**config.mk**
```make
export PLATFORM = sky130hd
export DESIGN_NAME = halfword_access_seq
export DESIGN_NICKNAME = d
export VERILOG_FILES = /design/src/rtl/hwseq_pkg.sv /design/src/rtl/hwseq_decode.sv /design/src/rtl/hwseq_fsm.sv /design/src/rtl/hwseq_datapath.sv /design/src/rtl/halfword_access_seq.sv
export SDC_FILE = /design/constraint.sdc
export NUM_CORES = 1
export LEC_CHECK = 0
export ABC_CLOCK_PERIOD_IN_PS = 1900
export BUFFER_PORTS_ARGS = -buffer_cell sky130_fd_sc_hd__buf_2
export CAP_MARGIN = 10
export CORE_MARGIN = 5
export CORE_UTILIZATION = 49
export DETAILED_ROUTE_END_ITERATION = 6
export PLACE_DENSITY_LB_ADDON = 0.12
export SYNTH_ARGS = -nofsm -noshare
export SYNTH_HDL_FRONTEND = slang
export SYNTH_SLANG_ARGS = --single-unit
```
**constraint.sdc**
```tcl
create_clock -name clk -period 1.9 [get_ports clk]
set_input_delay 0.285 -clock clk [delete_from_list [all_inputs] [get_ports clk]]
set_output_delay 0.285 -clock clk [all_outputs]
set_load 0.005 [all_outputs]
```
**src/rtl/hwseq_pkg.sv**
```systemverilog
package hwseq_pkg;

   typedef enum logic [1:0] {
      SZ_BYTE = 2'd0,
      SZ_HALF = 2'd1,
      SZ_WORD = 2'd2
   } acc_size_e;

   typedef enum logic [1:0] {
      ST_IDLE = 2'd0,
      ST_LO   = 2'd1,
      ST_HI   = 2'd2,
      ST_DONE = 2'd3
   } seq_state_e;

   typedef struct packed {
      logic write;
      logic two_part;
      logic reject;
   } op_plan_t;

endpackage

```
**src/rtl/hwseq_decode.sv**
```systemverilog
module hwseq_decode
   import hwseq_pkg::*;
#(
   parameter int BE_W = 4
) (
   input  logic [BE_W-1:0] be,
   input  logic            write,
   input  logic            space,
   output acc_size_e       size,
   output op_plan_t        plan
);
   localparam int CNT_W = $clog2(BE_W + 1);

   generate
      if (BE_W != 4) begin : g_bad_be
         $error("hwseq_decode: byte enable width must be 4");
      end
   endgenerate

   logic [CNT_W-1:0] be_cnt;

   always_comb begin
      be_cnt = '0;
      for (int i = 0; i < BE_W; i++) begin
         be_cnt = be_cnt + CNT_W'(be[i]);
      end
   end

   always_comb begin
      if (be_cnt == CNT_W'(BE_W))           size = SZ_WORD;
      else if (be_cnt == CNT_W'(BE_W / 2))  size = SZ_HALF;
      else                                  size = SZ_BYTE;
   end

   always_comb begin
      plan.write    = write;
      plan.two_part = (size == SZ_WORD) && !space;
      plan.reject   = write && (size == SZ_BYTE);
   end

endmodule

```
**src/rtl/hwseq_fsm.sv**
```systemverilog
module hwseq_fsm
   import hwseq_pkg::*;
(
   input  logic     clk,
   input  logic     rst_n,
   input  logic     req_valid,
   input  op_plan_t plan,
   input  logic     loc_ack,
   output logic     latch_en,
   output logic     cap_lo,
   output logic     cap_hi,
   output logic     phase_hi,
   output logic     loc_rd,
   output logic     loc_wr,
   output logic     req_ready,
   output logic     err_flag
);
   seq_state_e st;
   op_plan_t   pl_q;
   logic       in_acc;

   always_ff @(posedge clk or negedge rst_n) begin
      if (!rst_n) begin
         st       <= ST_IDLE;
         pl_q     <= '0;
         err_flag <= 1'b0;
      end else begin
         unique case (st)
            ST_IDLE: if (req_valid) begin
               pl_q <= plan;
               if (plan.reject) begin
                  err_flag <= 1'b1;
                  st       <= ST_DONE;
               end else begin
                  st <= ST_LO;
               end
            end
            ST_LO: if (loc_ack) st <= pl_q.two_part ? ST_HI : ST_DONE;
            ST_HI: if (loc_ack) st <= ST_DONE;
            ST_DONE: st <= ST_IDLE;
            default: st <= ST_IDLE;
         endcase
      end
   end

   always_comb begin
      in_acc    = (st == ST_LO) || (st == ST_HI);
      loc_rd    = in_acc && !pl_q.write;
      loc_wr    = in_acc && pl_q.write;
      phase_hi  = (st == ST_HI);
      latch_en  = (st == ST_IDLE) && req_valid;
      cap_lo    = (st == ST_LO) && loc_ack;
      cap_hi    = (st == ST_HI) && loc_ack;
      req_ready = (st == ST_DONE);
   end

   // the two strobes never overlap
   a_r10_strobe_excl: assert property (@(posedge clk) disable iff (!rst_n)
      !(loc_rd && loc_wr));

   // a strobe without acknowledge is still present next cycle
   a_r9_strobe_hold: assert property (@(posedge clk) disable iff (!rst_n)
      ((loc_rd || loc_wr) && !loc_ack) |=> (loc_rd || loc_wr));

   // completion is a single-cycle pulse
   a_r10_ready_pulse: assert property (@(posedge clk) disable iff (!rst_n)
      req_ready |=> !req_ready);

   // the error flag never clears once set
   a_r8_err_sticky: assert property (@(posedge clk) disable iff (!rst_n)
      err_flag |=> err_flag);

endmodule

```
**src/rtl/hwseq_datapath.sv**
```systemverilog
module hwseq_datapath #(
   parameter int ADDR_W  = 16,
   parameter int LDATA_W = 16
) (
   input  logic                   clk,
   input  logic                   rst_n,
   input  logic                   latch_en,
   input  logic                   cap_lo,
   input  logic                   cap_hi,
   input  logic                   phase_hi,
   input  logic [ADDR_W-1:0]      req_addr,
   input  logic [2*LDATA_W-1:0]   req_wdata,
   input  logic [LDATA_W-1:0]     loc_rdata,
   output logic [ADDR_W-1:0]      loc_addr,
   output logic [LDATA_W-1:0]     loc_wdata,
   output logic [2*LDATA_W-1:0]   rsp_rdata
);
   localparam int HDATA_W = 2 * LDATA_W;

   logic [ADDR_W-1:0]  addr_q;
   logic [HDATA_W-1:0] wdata_q;
   logic [LDATA_W-1:0] lo_q, hi_q;

   always_ff @(posedge clk or negedge rst_n) begin
      if (!rst_n) begin
         addr_q  <= '0;
         wdata_q <= '0;
         lo_q    <= '0;
         hi_q    <= '0;
      end else begin
         if (latch_en) begin
            addr_q  <= req_addr;
            wdata_q <= req_wdata;
            lo_q    <= '0;
            hi_q    <= '0;
         end
         if (cap_lo) lo_q <= loc_rdata;
         if (cap_hi) hi_q <= loc_rdata;
      end
   end

   always_comb begin
      loc_addr  = phase_hi ? addr_q + ADDR_W'(1) : addr_q;
      loc_wdata = phase_hi ? wdata_q[HDATA_W-1:LDATA_W] : wdata_q[LDATA_W-1:0];
      rsp_rdata = {hi_q, lo_q};
   end

endmodule

```
**src/rtl/halfword_access_seq.sv**
```systemverilog
module halfword_access_seq
   import hwseq_pkg::*;
#(
   parameter int ADDR_W  = 16,
   parameter int LDATA_W = 16,
   parameter int HDATA_W = 32
) (
   input  logic                 clk,
   input  logic                 rst_n,
   input  logic                 req_valid,
   input  logic                 req_write,
   input  logic                 req_space,
   input  logic [ADDR_W-1:0]    req_addr,
   input  logic [HDATA_W/8-1:0] req_be,
   input  logic [HDATA_W-1:0]   req_wdata,
   output logic                 req_ready,
   output logic [HDATA_W-1:0]   rsp_rdata,
   output logic                 err_flag,
   output logic                 loc_rd,
   output logic                 loc_wr,
   output logic [ADDR_W-1:0]    loc_addr,
   output logic [LDATA_W-1:0]   loc_wdata,
   input  logic [LDATA_W-1:0]   loc_rdata,
   input  logic                 loc_ack
);
   localparam int BE_W = HDATA_W / 8;

   generate
      if (HDATA_W != 2 * LDATA_W) begin : g_bad_width
         $error("halfword_access_seq: host width must be twice the local width");
      end
      if (ADDR_W < 2) begin : g_bad_addr
         $error("halfword_access_seq: address too narrow");
      end
   endgenerate

   acc_size_e size;
   op_plan_t  plan;
   logic      latch_en, cap_lo, cap_hi, phase_hi;

   hwseq_decode #(.BE_W(BE_W)) u_dec (
      .be    (req_be),
      .write (req_write),
      .space (req_space),
      .size  (size),
      .plan  (plan)
   );

   hwseq_fsm u_fsm (
      .clk       (clk),
      .rst_n     (rst_n),
      .req_valid (req_valid),
      .plan      (plan),
      .loc_ack   (loc_ack),
      .latch_en  (latch_en),
      .cap_lo    (cap_lo),
      .cap_hi    (cap_hi),
      .phase_hi  (phase_hi),
      .loc_rd    (loc_rd),
      .loc_wr    (loc_wr),
      .req_ready (req_ready),
      .err_flag  (err_flag)
   );

   hwseq_datapath #(.ADDR_W(ADDR_W), .LDATA_W(LDATA_W)) u_dp (
      .clk       (clk),
      .rst_n     (rst_n),
      .latch_en  (latch_en),
      .cap_lo    (cap_lo),
      .cap_hi    (cap_hi),
      .phase_hi  (phase_hi),
      .req_addr  (req_addr),
      .req_wdata (req_wdata),
      .loc_rdata (loc_rdata),
      .loc_addr  (loc_addr),
      .loc_wdata (loc_wdata),
      .rsp_rdata (rsp_rdata)
   );

   // address and write data hold while a sub-access waits
   a_r9_addr_stable: assert property (@(posedge clk) disable iff (!rst_n)
      ((loc_rd || loc_wr) && !loc_ack) |=> ($stable(loc_addr) && $stable(loc_wdata)));

   // the upper sub-access targets the next halfword address
   a_r3_next_addr: assert property (@(posedge clk) disable iff (!rst_n)
      $rose(phase_hi) |-> (loc_addr == $past(loc_addr) + ADDR_W'(1)));

   // a rejected write raises no write strobe before it completes
   a_r8_no_byte_wr: assert property (@(posedge clk) disable iff (!rst_n)
      (req_valid && !req_ready && !loc_rd && !loc_wr && plan.reject) |=> !loc_wr);

endmodule

```
==> results of run 1 <==
## cells by family after synthesis
group,synth area share
AOI/OAI and AO/OA,0.0952
adders and majority gates,0.0318
muxes,0.197
and+or+nand+nor,0.0478
xor gates and xnor gates,0.0371
buffers and inverters,0.0272
DFF,0.564
## flip-flops by register name, indices dropped and copies added (netlist names)
register and flops:
u_dp.wdata_q 32, u_dp.addr_q 16, u_dp.hi_q 16, u_dp.lo_q 16
u_fsm.pl_q 2, u_fsm.st 2, u_fsm.err_flag 1
## worst paths after layout
| path | startpoint | cells after the start | endpoint |
|---|---|---|---|
| min reg2reg | u_fsm.err_flag | 1 | u_fsm.err_flag |
| max in group asynchronous | rst_n | 3 | u_dp.hi_q[3] |
| min | req_wdata[13] | 2 | u_dp.wdata_q[13] |
| max | u_fsm.st[0] | 7 | loc_addr[11] |
| min in group asynchronous | rst_n | 2 | u_dp.lo_q[12] |
| max reg2reg | u_fsm.st[0] | 7 | u_dp.lo_q[7] |
## through the flow
step / util / instances
after floorplan: - / 271
after global placement: 0.613 / 512
after detailed placement: 0.613 / 512
after CTS: 0.670 / 539
after global routing: 0.674 / 538
final: 0.674 / 538
## worst reg2reg max path: cells and delay by family, from the launching register on
kind / cells / cell delay (ns)
flops: 1 / 0.40
compound gates: 2 / 0.60
fa+ha+maj: 1 / 0.19
buf+inv: 3 / 0.38
simple gates: 1 / 0.17
## power by group
part           leakage, nW  switching (W)  internal (W)
combinational         1.42        0.00154       0.00230
sequential            1.04       0.000560       0.00268
clock                0.116       0.000635      0.000868
total                 2.58        0.00274       0.00584
## layout make-up
type | instances | share of cell area
inverter | 9 | 0.00732
clock buffer | 9 | 0.0241
multi-input combinational | 164 | 0.317
tap | 102 | 0.0249
sequential | 85 | 0.415
clock inverter | 6 | 0.0217
timing repair buffer | 163 | 0.190
## cell usage in the layout (no fill, tap or decap), types with 2 or more instances in the layout
cell type	Yosys	routed
buf_2	10	139
dfrtp_1	85	85
mux2_2	62	62
a22o_1	32	32
buf_4	2	16
clkbuf_8	0	9
nand2_1	9	8
xnor2_1	9	8
inv_1	9	7
xor2_1	7	7
mux2_1	4	4
ha_1	8	4
buf_12	0	4
nand3_1	4	3
nor2_1	3	3
bufinv_16	0	3
clkinvlp_4	0	2
and4_1	2	2
and3_1	2	2
nor3_4	0	2
nand4_1	2	2
and2_1	3	2
a21oi_4	1	2
o22ai_1	2	2
o21ai_0	2	2
ha_2	0	2
ha_4	0	2
## what timing repair did
item / 4_1_cts / 5_1_grt
hold buffers: 1 / 0
endpoints found under the setup margin: 31 / 77
endpoints found under the hold margin: 28 / 0
resized for setup: 13 / 7
pin swaps: 6 / 8
buffers inserted: 9 / 3
gates cloned: 2 / 0
## routing by layer
metal | track usage | part of all wire | up-vias
met5 | 0 | 0 | -
met4 | 0.0660 | 0.017 | 0
met3 | 0.0479 | 0.062 | 15
met2 | 0.307 | 0.49 | 93
met1 | 0.249 | 0.43 | 1336
li1 | - | - | 1303
==> flow_metrics.env, run 1 <==
export IMPL_synth_async_reset_ratio=1.00
export IMPL_antenna_found_initial=0
export IMPL_crit_path_start_kind="flip-flop"
export IMPL_drive_above_1_share=0.585
export IMPL_synth_edf_count=0
export IMPL_worstHoldPathType="in -> reg"
export IMPL_first_pass_iters=4
export IMPL_io_pins=142
export IMPL_core_area_um2=7610
export IMPL_dieHeight_um=97.7
export IMPL_cp_arrival_ns=1.87
export IMPL_cp_top_family="simple AND/OR/NAND/NOR gates"
export IMPL_drc_errors=0
export IMPL_r2r_slack_ns=0.11
export IMPL_syn_area_per_cell_um2=13.9
export IMPL_regArea_um2=2130
export IMPL_fin_skew_ns=0.00765
export IMPL_violations="setup timing"
export IMPL_die_w_um=97.7
export IMPL_critPathKind="reg -> out"
export IMPL_status="complete, but fails checks"
export IMPL_fill_cells=586
export IMPL_grt_pass1_wl_um=14700
export IMPL_vias=2747
export IMPL_setup_viol=28
export IMPL_grt_pass1_vias=3025
export IMPL_timing_slew_headroom=0.684
export IMPL_max_slew_worst_pin_slew_ns=0.473
export IMPL_num_rows=32
export IMPL_hpwl_um=6330
export IMPL_worstPathCellList="inv_2, ha_4, nand4_1, nor3_4, and4_1, xor2_1, buf_2"
export IMPL_path_max_fanout=4
export IMPL_drv_slew=0
export IMPL_synth_flop_cell="dfrtp_1"
export IMPL_cts_buffers=9
export IMPL_grt_usage=0.189
export IMPL_viasPerCell=5.11
export IMPL_gr_total_overflow=0
export IMPL_wire_per_inst_um=16.4
export IMPL_yosysUniqueCellTypes=31
export IMPL_htree_levels=3
export IMPL_synth_area_leaders="dfrtp_1, mux2_2, a22o_1"
export IMPL_fin_crit_ns=2.15
export IMPL_drtAntennaViolNets=0
export IMPL_ir_drop_uv=875
export IMPL_drt_initial_drc_count=82
export IMPL_cts_root_buf="clkbuf_8"
export IMPL_syn_area_um2=3770
export IMPL_wl_um=8810
export IMPL_gp_congestion=0.747
export IMPL_critPathBufInv=2
export IMPL_multi_input_area_um2=1630
export IMPL_clk_pin_slew_worst_paths_ns=0.08
export IMPL_p_leak_nw=2.58
export IMPL_die_area_um2=9550
export IMPL_synth_nets=354
export IMPL_grt_max_degree=44
export IMPL_fin_area_um2=5130
export IMPL_cellPowerDensity_nw_per_um2=1670
export IMPL_ys_seq_area_frac=0.564
export IMPL_clock_fmax_mhz=465
export IMPL_hold_ws_ns=0.146
export IMPL_start_util=0.496
export IMPL_finalHoldViolCount=0
export IMPL_diodes=0
export IMPL_end_kind="output pin"
export IMPL_cts_path_max_buffers=2
export IMPL_netlist_area_leader_share=0.564
export IMPL_yosysMostFrequentCell="dfrtp_1"
export IMPL_total_power_w=0.00858
export IMPL_place_area_um2=4660
export IMPL_yosysTopAreaCell="dfrtp_1"
export IMPL_cap_violations=0
export IMPL_critPathMaxStageDelay_ns=0.40
export IMPL_synthTopCellsByCount="dfrtp_1, mux2_2, a22o_1"
export IMPL_grt_setup_unrepaired="yes"
export IMPL_pre_cts_ws_ns=-0.228
export IMPL_io_buffers=141
export IMPL_clk_latency_ns=0.35
export IMPL_synth_cells=271
export IMPL_clock_sinks=85
export IMPL_tns_ns=-3.98
export IMPL_crit_slowest_cell="dfrtp_1"
export IMPL_cts_tree="done"
export IMPL_synth_ff_latch_count=85
export IMPL_fin_crit_sh=1.13
export IMPL_final_net_count=515
export IMPL_syn_to_final_growth_pct=36.0
export IMPL_setup_ws_ns=-0.252
export IMPL_cp_required_ns=1.62
export IMPL_yosys_warnings=0
(Power assumes the default switching activity.)
==> run 2, diff against run 1 <==
--- a/config.mk
+++ b/config.mk
@@ -5,9 +5,8 @@
 export SDC_FILE = /design/constraint.sdc
 export NUM_CORES = 1
 export LEC_CHECK = 0
-export ABC_CLOCK_PERIOD_IN_PS = 1900
+export ABC_CLOCK_PERIOD_IN_PS = 2000
 export BUFFER_PORTS_ARGS = -buffer_cell sky130_fd_sc_hd__buf_2
-export CAP_MARGIN = 10
 export CORE_MARGIN = 5
 export CORE_UTILIZATION = 49
 export DETAILED_ROUTE_END_ITERATION = 6
==> constraint.sdc (replaced) <==
create_clock -name clk -period 2 [get_ports clk]
set_input_delay 0.3 -clock clk [delete_from_list [all_inputs] [get_ports clk]]
set_output_delay 0.3 -clock clk [all_outputs]
set_load 0.005 [all_outputs]
==> flow_metrics.env, run 2 (synthesized netlist as in run 1, its figures left out) <==
export IMPL_crit_path_start_kind="flip-flop"
export IMPL_grt_max_degree=44
export IMPL_final_common_cell="buf_2"
export IMPL_drtAntennaViolNets=0
export IMPL_syn_to_final_growth_pct=35.0
export IMPL_clock_fmax_mhz=458
export IMPL_largest_register="u_dp.wdata_q"
export IMPL_critPathLaunch="u_fsm.st[0]"
export IMPL_first_pass_iters=4
export IMPL_wire_per_inst_um=16.0
export IMPL_core_area_um2=7610
export IMPL_final_net_count=514
export IMPL_fin_skew_ns=0.0116
export IMPL_drt_initial_drc_count=57
export IMPL_vias=2719
export IMPL_fill_cells=618
export IMPL_critPathKind="reg -> out"
export IMPL_grt_setup_unrepaired="yes"
export IMPL_htree_levels=3
export IMPL_die_area_um2=9550
export IMPL_clk_pin_slew_worst_paths_ns=0.09
export IMPL_drc_errors=0
export IMPL_r2r_slack_ns=0.08
export IMPL_cap_violations=0
export IMPL_finalHoldViolCount=0
export IMPL_r2r_start="u_fsm.st[1]"
export IMPL_cellPowerDensity_nw_per_um2=1570
export IMPL_timing_slew_headroom=0.526
export IMPL_max_slew_worst_pin_slew_ns=0.711
export IMPL_worstHoldPathType="in -> reg"
export IMPL_ff2ff_path_depth=6
export IMPL_ir_drop_uv=671
export IMPL_setup_viol=21
export IMPL_total_power_w=0.00797
export IMPL_io_pins=142
export IMPL_drive_above_1_share=0.583
export IMPL_fin_area_um2=5090
export IMPL_dieHeight_um=97.7
export IMPL_setup_ws_ns=-0.181
export IMPL_cts_tree="done"
export IMPL_pre_cts_ws_ns=-0.0911
export IMPL_place_area_um2=4630
export IMPL_cts_path_max_buffers=2
export IMPL_status="complete, but fails checks"
export IMPL_hpwl_um=6140
export IMPL_largest_register_ffs=32
export IMPL_grt_pass1_wl_um=14400
export IMPL_drv_slew=0
export IMPL_fin_crit_sh=1.09
export IMPL_mostFrequentLayoutCells="buf_2, dfrtp_1, mux2_2, a22o_1, buf_4"
export IMPL_diodes=0
export IMPL_wl_um=8590
export IMPL_end_kind="output pin"
export IMPL_violations="setup timing"
export IMPL_p_leak_nw=2.57
export IMPL_clock_sinks=85
export IMPL_gp_congestion=0.738
export IMPL_cts_buffers=9
export IMPL_crit_end="loc_addr[7]"
export IMPL_num_rows=32
export IMPL_cts_root_buf="clkbuf_8"
export IMPL_cp_arrival_ns=1.88
export IMPL_clk_latency_ns=0.35
export IMPL_cp_required_ns=1.70
export IMPL_viasPerCell=5.05
export IMPL_grt_pass1_vias=2945
export IMPL_antenna_found_initial=0
export IMPL_path_max_fanout=2
export IMPL_io_buffers=141
export IMPL_r2r_end="u_dp.hi_q[3]"
export IMPL_grt_usage=0.187
export IMPL_start_util=0.496
export IMPL_tns_ns=-2.03
export IMPL_fin_crit_ns=2.18
export IMPL_die_w_um=97.7
export IMPL_gr_total_overflow=0
==> run 2: area by class of cell <==
type | instances | area, µm² | share of cell area
inverter | 9 | 33.8 | 0.00663
clock inverter | 5 | 106 | 0.0209
timing repair buffer | 162 | 938 | 0.184
tap | 102 | 128 | 0.0251
multi-input combinational | 164 | 1620 | 0.318
sequential | 85 | 2130 | 0.418
clock buffer | 11 | 141 | 0.0278
==> run 2: routing by layer <==
metal	GRT usage	up-vias	routed length, µm
met3	0.0771	11	618
li1	-	1299	-
met2	0.290	87	4110
met4	0.0543	0	123
met1	0.243	1322	3740
met5	0	-	0
==> run 2: how the worst min path moves through the flow <==
| stage | startpoint | to | slack (ns) | cells after the start |
|---|---|---|---|---|
| after floorplan | rst_n | u_dp.addr_q[0] | 0.004 | 0 |
| after global placement | rst_n | u_dp.hi_q[12] | 0.26 | 1 |
| after detailed placement | rst_n | u_dp.hi_q[12] | 0.26 | 1 |
| after CTS | req_wdata[13] | u_dp.wdata_q[13] | 0.13 | 2 |
| after global routing | req_wdata[14] | u_dp.wdata_q[14] | 0.14 | 2 |
| final | req_wdata[13] | u_dp.wdata_q[13] | 0.16 | 2 |
==> run 2: critical path: stages (launching register included) <==
cell,delay [ns]
dfrtp_1,0.39
inv_2,0.08
ha_4,0.13
nand4_1,0.19
buf_4,0.22
nor2_4,0.08
and3_4,0.18
xor2_1,0.14
buf_2,0.13
==> run 2: timing repair <==
action / 4_1_cts / 5_1_grt
gates cloned: 1 / 0
setup endpoints to repair: 29 / 32
gates resized for setup: 15 / 5
buffers inserted: 8 / 2
pin swaps: 10 / 6
hold buffers: 1 / 0
endpoints found under the hold margin: 28 / 0
==> run 2: power breakdown <==
| part | internal (W) | total (W) | switching [W] |
|---|---|---|---|
| clock | 0.000869 | 0.00148 | 0.000613 |
| combinational | 0.00201 | 0.00342 | 0.00141 |
| sequential | 0.00254 | 0.00307 | 0.000530 |
==> run 2: per-stage QoR <==
| stage | instances | utilization | hold slack (ns) |
|---|---|---|---|
| after floorplan | 271 | - | 0.00441 |
| after global placement | 510 | 0.609 | 0.257 |
| after detailed placement | 510 | 0.609 | 0.258 |
| after CTS | 536 | 0.665 | 0.135 |
| after global routing | 538 | 0.669 | 0.136 |
| final | 538 | 0.669 | 0.155 |
==> run 3, diff against run 2 <==
--- a/config.mk
+++ b/config.mk
@@ -11,6 +11,7 @@
 export CORE_UTILIZATION = 49
 export DETAILED_ROUTE_END_ITERATION = 6
 export PLACE_DENSITY_LB_ADDON = 0.12
+export RECOVER_POWER = 25
 export SYNTH_ARGS = -nofsm -noshare
 export SYNTH_HDL_FRONTEND = slang
 export SYNTH_SLANG_ARGS = --single-unit
==> flow_metrics.env, run 3 (synthesized netlist as in run 1, its figures left out) <==
export IMPL_status="complete, but fails checks"
export IMPL_violations="setup timing"
export IMPL_worstPathCellList="inv_2, ha_4, nand4_1, buf_4, nor2_4, and3_4, xor2_1, buf_2"
export IMPL_diodes=0
export IMPL_gr_total_overflow=0
export IMPL_hpwl_um=6140
export IMPL_start_util=0.496
export IMPL_cts_path_max_buffers=2
export IMPL_fin_crit_sh=1.09
export IMPL_crit_path_start_kind="flip-flop"
export IMPL_worstHoldPathType="in -> reg"
export IMPL_gp_congestion=0.738
export IMPL_first_pass_iters=4
export IMPL_ir_drop_uv=671
export IMPL_min_path_cells=2
export IMPL_drc_errors=0
export IMPL_clock_sinks=85
export IMPL_io_pins=142
export IMPL_p_int_w=0.00542
export IMPL_io_buffers=141
export IMPL_antenna_found_initial=0
export IMPL_mostFrequentLayoutCells="buf_2, dfrtp_1, mux2_2, a22o_1, buf_4"
export IMPL_fin_cells=538
export IMPL_htree_levels=3
export IMPL_fin_crit_ns=2.18
export IMPL_comb_power_share=0.428
export IMPL_vias=2724
export IMPL_swShare=0.320
export IMPL_p_switching_w=0.00255
export IMPL_crit_slowest_cell="dfrtp_1"
export IMPL_placed_cells=510
export IMPL_grt_pass1_wl_um=14400
export IMPL_timing_slew_headroom=0.517
export IMPL_cap_violations=0
export IMPL_critPathMaxStageDelay_ns=0.39
export IMPL_drv_slew=0
export IMPL_core_area_um2=7610
export IMPL_cp_required_ns=1.70
export IMPL_largest_register="u_dp.wdata_q"
export IMPL_die_w_um=97.7
export IMPL_wire_per_inst_um=16.0
export IMPL_fin_area_um2=5070
export IMPL_p_seq_frac=0.385
export IMPL_p_leak_nw=2.56
export IMPL_path_max_fanout=2
export IMPL_drive_above_1_share=0.583
export IMPL_viasPerCell=5.06
export IMPL_clock_fmax_mhz=458
export IMPL_grt_setup_unrepaired="yes"
export IMPL_cts_root_buf="clkbuf_8"
export IMPL_grt_max_degree=44
export IMPL_hold_ws_ns=0.155
export IMPL_cts_tree="done"
export IMPL_critPathKind="reg -> out"
export IMPL_power_share_clock=0.186
export IMPL_finalHoldViolCount=0
export IMPL_setup_viol=21
export IMPL_max_slew_worst_pin_slew_ns=0.724
export IMPL_drt_initial_drc_count=57
export IMPL_dieHeight_um=97.7
export IMPL_setup_ws_ns=-0.182
export IMPL_largest_register_ffs=32
export IMPL_die_area_um2=9550
export IMPL_place_area_um2=4630
export IMPL_clk_latency_ns=0.35
export IMPL_final_common_cell="buf_2"
export IMPL_ff2ff_path_depth=6
export IMPL_num_rows=32
export IMPL_cellPowerDensity_nw_per_um2=1570
export IMPL_end_kind="output pin"
export IMPL_clk_pin_slew_worst_paths_ns=0.09
export IMPL_cp_arrival_ns=1.88
export IMPL_grt_pass1_vias=2945
export IMPL_drtAntennaViolNets=0
export IMPL_fin_skew_ns=0.0117
export IMPL_syn_to_final_growth_pct=34.5
export IMPL_cts_buffers=9
export IMPL_total_power_w=0.00797
export IMPL_grt_usage=0.187
export IMPL_wl_um=8600
export IMPL_final_net_count=514
[run 3: cell count changes in the layout (fill, tap and decap cells not counted)]
cell      delta
buf_12       -1
buf_2        +1
buf_4        -1
clkbuf_2     +1
[run 3: path summary, 6_finish.rpt]
check                                from               end  slack, ns
setup / recovery              u_fsm.st[0]       loc_addr[7]      -0.18
hold / removal              req_wdata[13]  u_dp.wdata_q[13]       0.16
setup reg to reg              u_fsm.st[1]      u_dp.hi_q[3]       0.08
hold reg to reg            u_fsm.err_flag    u_fsm.err_flag       0.48
max in group asynchronous           rst_n   u_dp.wdata_q[1]       0.34
min in group asynchronous           rst_n     u_dp.hi_q[12]       0.54
[run 3: power groups by stage]
stage / combinational, W / clock [W] / sequential, W
2_1_floorplan: 0.00195 / 0 / 0.00301
3_5_place_dp: 0.00319 / 0 / 0.00308
6_report: 0.00341 / 0.00148 / 0.00307
4_1_cts: 0.00347 / 0.00152 / 0.00307
3_3_place_gp: 0.00314 / 0 / 0.00305
5_1_grt: 0.00374 / 0.00161 / 0.00319
[run 3: area by class of cell]
cell class | count | area, µm²
flip-flops and latches | 85 | 2130
clock buffers | 11 | 141
inverters | 9 | 33.8
multi-input cells | 164 | 1620
clock inverters | 5 | 106
repair buffers | 162 | 921
fillers | 620 | 2530
well taps | 102 | 128
[run 3: per-layer routing]
metal	vias to the layer above	global-route usage	routed length, µm
li1	1299	-	-
met4	0	0.0543	123
met1	1329	0.243	3770
met2	85	0.290	4090
met5	-	0	0
met3	11	0.0771	617
[run 3: what timing repair did]
item | 4_1_cts | 5_1_grt
endpoints found under the setup margin | 29 | 32
setup buffers | 8 | 2
hold endpoints to repair | 28 | 0
cloned | 1 | 0
resized for setup | 15 | 5
pin swaps | 10 | 6
hold buffers | 1 | 0
[run 3: metrics by stage]
| step | setup WS (ns) | utilization | setup TNS, ns |
|---|---|---|---|
| 5_1_grt | -0.300 | 0.667 | -4.99 |
| 3_5_place_dp | -0.0911 | 0.609 | -0.151 |
| 3_3_place_gp | -0.0557 | 0.609 | -0.111 |
| 6_report | -0.182 | 0.667 | -2.03 |
| 2_1_floorplan | 0.0930 | - | 0 |
| 4_1_cts | -0.195 | 0.665 | -2.24 |
[run 3: critical path, delay by kind of cell (launching register included)]
| family | cells | cell delay (ns) |
|---|---|---|
| AND/OR/NAND/NOR | 3 | 0.45 |
| buffers and inverters | 3 | 0.43 |
| flip-flops | 1 | 0.39 |
| XOR/XNOR | 1 | 0.14 |
| adder cells (fa/ha/maj) | 1 | 0.13 |
